`src/rtl/pgen_pkg.sv`:
```
package pgen_pkg;
    typedef enum logic [1:0] {
        ST_IDLE  = 2'd0,
        ST_ARMED = 2'd1,
        ST_RUN   = 2'd2
    } gen_state_e;
endpackage

```
`src/rtl/pgen_edge.sv`:
```
module pgen_edge (
    input  logic clk,
    input  logic sig,
    input  logic active_high,
    output logic hit
);
    logic prev_d, prev_q;

    always_comb begin
        prev_d = sig;
        hit    = (sig == active_high) && (prev_q != sig);
    end

    // tracks the input through reset too, so a held level is never an edge
    always_ff @(posedge clk) begin
        prev_q <= prev_d;
    end
endmodule

```
`src/rtl/pgen_phase.sv`:
```
module pgen_phase #(
    parameter int CNT_W = 16
) (
    input  logic             clk,
    input  logic             rst,
    input  logic             clear,
    input  logic             load,
    input  logic             advance,
    input  logic [CNT_W-1:0] high_ticks,
    input  logic [CNT_W-1:0] low_ticks,
    output logic             level,
    output logic             pulse_end
);
    typedef struct packed {
        logic             level;
        logic [CNT_W-1:0] tick;
    } phase_t;

    phase_t ph_d, ph_q;
    logic   high_end;

    assign high_end  = advance && ph_q.level && (ph_q.tick == high_ticks - 1'b1);
    assign pulse_end = advance && !ph_q.level && (ph_q.tick == low_ticks - 1'b1);
    assign level     = ph_q.level;

    always_comb begin
        ph_d = ph_q;
        if (clear) begin
            ph_d = '0;
        end else if (load) begin
            ph_d.level = 1'b1;
            ph_d.tick  = '0;
        end else if (advance) begin
            if (high_end) begin
                ph_d.level = 1'b0;
                ph_d.tick  = '0;
            end else if (pulse_end) begin
                ph_d.level = 1'b1;
                ph_d.tick  = '0;
            end else begin
                ph_d.tick = ph_q.tick + 1'b1;
            end
        end
    end

    always_ff @(posedge clk) begin
        if (rst) ph_q <= '0;
        else     ph_q <= ph_d;
    end
endmodule

```
`src/rtl/pulse_train_gen.sv`:
```
module pulse_train_gen #(
    parameter int CNT_W = 16,
    parameter int PC_W  = 16
) (
    input  logic             clk,
    input  logic             rst,
    input  logic             sw_arm,
    input  logic             hw_arm,
    input  logic             gate,
    input  logic             sw_stop,
    input  logic [CNT_W-1:0] cfg_high_ticks,
    input  logic [CNT_W-1:0] cfg_low_ticks,
    input  logic [PC_W-1:0]  cfg_pulse_count,
    input  logic             cfg_continuous,
    input  logic             cfg_retrigger,
    input  logic             cfg_start_pol,
    input  logic             cfg_pause_en,
    input  logic             cfg_pause_pol,
    output logic             pulse_out,
    output logic             busy,
    output logic             done
);
    import pgen_pkg::*;

    typedef struct packed {
        gen_state_e      state;
        logic [PC_W-1:0] pcnt;
        logic            done;
    } ctl_t;

    ctl_t ctl_d, ctl_q;
    logic arm_edge, start_edge;
    logic arm_evt, start_evt, paused, advance, pulse_end, is_last;
    logic clear, load;

    pgen_edge u_arm_edge (
        .clk         (clk),
        .sig         (hw_arm),
        .active_high (1'b1),
        .hit         (arm_edge)
    );

    pgen_edge u_start_edge (
        .clk         (clk),
        .sig         (gate),
        .active_high (cfg_start_pol),
        .hit         (start_edge)
    );

    pgen_phase #(.CNT_W(CNT_W)) u_phase (
        .clk        (clk),
        .rst        (rst),
        .clear      (clear),
        .load       (load),
        .advance    (advance),
        .high_ticks (cfg_high_ticks),
        .low_ticks  (cfg_low_ticks),
        .level      (pulse_out),
        .pulse_end  (pulse_end)
    );

    always_comb begin
        arm_evt   = sw_arm || arm_edge;
        start_evt = !cfg_pause_en && start_edge;
        paused    = cfg_pause_en && (gate != cfg_pause_pol);
        advance   = (ctl_q.state == ST_RUN) && !paused;
        is_last   = !cfg_continuous && !cfg_pause_en
                    && (ctl_q.pcnt == cfg_pulse_count - 1'b1);
    end

    always_comb begin
        ctl_d      = ctl_q;
        ctl_d.done = 1'b0;
        clear      = 1'b0;
        load       = 1'b0;
        if (sw_stop) begin
            ctl_d.state = ST_IDLE;
            clear       = 1'b1;
        end else begin
            unique case (ctl_q.state)
                ST_IDLE: begin
                    if (arm_evt) begin
                        if (cfg_pause_en) begin
                            ctl_d.state = ST_RUN;
                            ctl_d.pcnt  = '0;
                            load        = 1'b1;
                        end else begin
                            ctl_d.state = ST_ARMED;
                        end
                    end
                end
                ST_ARMED: begin
                    if (cfg_pause_en || start_evt) begin
                        ctl_d.state = ST_RUN;
                        ctl_d.pcnt  = '0;
                        load        = 1'b1;
                    end
                end
                ST_RUN: begin
                    if (pulse_end) begin
                        if (is_last) begin
                            ctl_d.state = cfg_retrigger ? ST_ARMED : ST_IDLE;
                            ctl_d.done  = 1'b1;
                            clear       = 1'b1;
                        end else if (!cfg_continuous && !cfg_pause_en) begin
                            ctl_d.pcnt = ctl_q.pcnt + 1'b1;
                        end
                    end
                end
                default: begin
                    ctl_d.state = ST_IDLE;
                    clear       = 1'b1;
                end
            endcase
        end
    end

    always_ff @(posedge clk) begin
        if (rst) begin
            ctl_q.state <= ST_IDLE;
            ctl_q.pcnt  <= '0;
            ctl_q.done  <= 1'b0;
        end else begin
            ctl_q <= ctl_d;
        end
    end

    assign busy = (ctl_q.state == ST_RUN);
    assign done = ctl_q.done;
endmodule

```
`config.mk`:
```
export PLATFORM = sky130hd
export DESIGN_NAME = pulse_train_gen
export DESIGN_NICKNAME = d
export VERILOG_FILES = /design/src/rtl/pgen_pkg.sv /design/src/rtl/pgen_edge.sv /design/src/rtl/pgen_phase.sv /design/src/rtl/pulse_train_gen.sv
export SDC_FILE = /design/constraint.sdc
export NUM_CORES = 1
export LEC_CHECK = 0
export ABC_AREA = 1
export BUFFER_PORTS_ARGS = -buffer_cell sky130_fd_sc_hd__buf_2
export CAP_MARGIN = 20
export CORE_MARGIN = 4
export CORE_UTILIZATION = 43
export CTS_BUF_LIST = sky130_fd_sc_hd__clkbuf_2 sky130_fd_sc_hd__clkbuf_4 sky130_fd_sc_hd__clkbuf_8
export CTS_CLUSTER_DIAMETER = 120
export DETAILED_ROUTE_END_ITERATION = 12
export PLACE_DENSITY = 0.72
export SYNTH_ARGS = -nofsm -noshare
export SYNTH_HDL_FRONTEND = slang
export SYNTH_SLANG_ARGS = --single-unit
```
`constraint.sdc`:
```
create_clock -name clk -period 2.2 [get_ports clk]
set_input_delay 0.11 -clock clk [delete_from_list [all_inputs] [get_ports clk]]
set_output_delay 0.11 -clock clk [all_outputs]
set_load 0.01 [all_outputs]
```
==> impl_metrics.toml <==
[placed_design]
dp_hpwl_um = 10200
gp_congestion = 0.924
place_area_um2 = 5040
io_buffers = 61
place_ws_ns = -0.0213
dp.cells = 1009

[clocking]
clk_latency_ns = 0.29
cts_root_buf = "clkbuf_8"
cts_buffers = 5
cts_tree = "built"
clock_path_buffers = 2
path_clk_slew_ns = 0.08
htree_levels = 2
numClockSinks = 38

[synth]
yosysSeqAreaShare = 0.172
synth-seq-cells = 38
ys_warn_count = 0
syn_avg_cell_area_um2 = 5.53
synth_enable_flop_cells = 0
async_flop_share = 0
synth_flop_cell = "dfxtp_1"
netlist_instances = 798
ys_types = 40
synthesis.nets = 862
syn_area_um2 = 4410

[die]
num_rows = 36
die_h_um = 109
pin_count = 62
start_util = 0.447
core-area_um2 = 9860
dieWidth_um = 109
die_area_um2 = 11900

[critical_path]
reg2regPathDepth = 15
cp-start-kind = "register"
worstSetupEndpointType = "register"
cp_data_arrival_time_ns = 2.26
path_cells = "inv_1, nand2_1, nand2_1, nor3_1, inv_1, nand2_1, nor2_2, nand2_2, nor2_4, nand2_4, nand2_4, nand3_4, nand2_1, nand2_1, nor2_1"
cp.required_ns = 2.39
crit_top_cell = "nand2_1"
crit_slowest_cell = "dfxtp_1"
slowest_delay_ns = 0.42
path_class = "reg -> reg"
cp_max_fo = 9

[routing]
vias = 4996
drtIter0Drc = 423
viasPerCell = 4.88
routed_wl_um = 12500
dr.pass1.iters = 5
avgRoutedWirePerCell_um = 12.3
drc_errors = 0
ant_nets = 0

[pwr]
p_seq_frac = 0.400
power_switching_mw = 0.672
intPower_mw = 1.23
leakagePower_nw = 2.58
pwr-share-clk = 0.269
vdd_drop_max_v = 0.000269
p_comb_frac = 0.331
p_per_area_nw_per_um2 = 363
switching_share = 0.353

[sta]
finClkSkew_ns = 0.00955
period_needed_ns = 2.07
tightest_slew_ns = 0.564
drv_slew = 0
rsz0062_at_grt = "false"
relSlewSlack = 0.621
hold_violations = 0
fin_crit_sh = 0.941
whs_ns = 0.105
max_freq_mhz = 483
setup_ws_ns = 0.130
setup_viol = 0

[global_routing]
antenna_found_initial = 0
grt_overflow = 0
grt_max_degree = 20
grt_pass1_vias = 4463
grt_use_total = 0.211
grt_pass1_wl_um = 20400

[cells_and_area]
nets = 953
final_layout_size_suffix_gt1_frac = 0.170
design_area_um2 = 5240
nFillCells = 1025
stdcell_count = 1023
final_common_cell = "nand2_1"
syn_to_final_growth_pct = 18.7
diodes = 0
mostFrequentLayoutCells = "nand2_1, nor2_1, inv_1, nand3_1, buf_2"
final_core_util = 0.531

[worst_hold_path]
min_path_cells = 2
hold_path_class = "in -> reg"

[job]
drv_cap = 0

[run_status]
outcome = "complete, no violations"
[registers in the layout, indices dropped and copies added (netlist names)]
register             flops
ctl_q                   18
u_phase.ph_q            16
done                     1
u_arm_edge.prev_q        1
u_phase.level            1
u_start_edge.prev_q      1
[worst max-delay path: cells and delay by family, from the launching register on]
kind / cells / cell delay (ns)
and+or+nand+nor: 13 / 1.33
DFF: 1 / 0.42
buffers and inverters: 2 / 0.22
[cells in the mapped netlist, types with 11 or more instances]
cell / count / area share
a21oi_1: 11 / 0.012
dfxtp_1: 38 / 0.17
inv_1: 110 / 0.094
nand2_1: 257 / 0.22
nand2_2: 11 / 0.016
nand3_1: 66 / 0.075
nand4_1: 12 / 0.017
nor2_1: 122 / 0.10
nor3_1: 27 / 0.031
o21ai_0: 15 / 0.017
xnor2_1: 21 / 0.042
xor2_1: 39 / 0.077
[logic make-up (layout without fill, tap and decap cells)]
group                    count (synthesis)  count (layout)  synth area share
AO/OA/AOI/OAI                           34              34            0.0423
XOR/XNOR                                60              60             0.119
AND/OR/NAND/NOR                        533             535             0.537
adder cells (fa/ha/maj)                  5               5            0.0142
buffers and inverters                  128             218             0.115
flip-flops                              38              38             0.172
[per-layer routing]
layer / track usage / vias to the layer above / share of wire
li1: - / 2665 / -
met5: 0 / - / 0
met3: 0.0270 / 9 / 0.076
met2: 0.315 / 172 / 0.41
met1: 0.320 / 2150 / 0.51
met4: 0.0481 / 0 / 0.0077
[stage by stage]
step	power, mW	setup TNS, ns
CTS	1.89	0
detailed placement	1.37	-0.0467
global route	2.03	0
finish	1.90	0
floorplan	1.19	0
global placement	1.37	-0.0521
[path summary, 6_finish.rpt]
kind,startpoint,endpoint,slack [ns]
worst max-delay path,u_phase.ph_q[9],ctl_q[14],0.13
worst min register to register,u_phase.ph_q[1],u_phase.ph_q[1],0.55
worst min-delay path,rst,ctl_q[14],0.11
worst max register to register,u_phase.ph_q[9],ctl_q[14],0.13
[what timing repair did]
action,4_1_cts,5_1_grt
resized for setup,0,14
endpoints found under the setup margin,0,18
hold endpoints to repair,3,0
setup buffers,0,0
hold buffers,3,0
[power groups by stage]
stage / registers [mW] / logic (mW) / clock network (mW)
6_report: 0.760 / 0.629 / 0.511
5_1_grt: 0.763 / 0.719 / 0.552
4_1_cts: 0.759 / 0.606 / 0.527
3_5_place_dp: 0.775 / 0.600 / 0
3_3_place_gp: 0.775 / 0.596 / 0
2_1_floorplan: 0.758 / 0.427 / 0
[layout make-up]
cell class | instances | area, um2 | area share
Multi-Input combinational cell | 634 | 3200 | 0.611
Sequential cell | 38 | 763 | 0.146
Timing Repair Buffer | 94 | 577 | 0.110
Inverter | 116 | 435 | 0.0831
Tap cell | 133 | 166 | 0.0318
Clock buffer | 7 | 90.1 | 0.0172
Clock inverter | 1 | 5.00 | 0.000955
No activity file was read; power rests on OpenSTA's default activity.
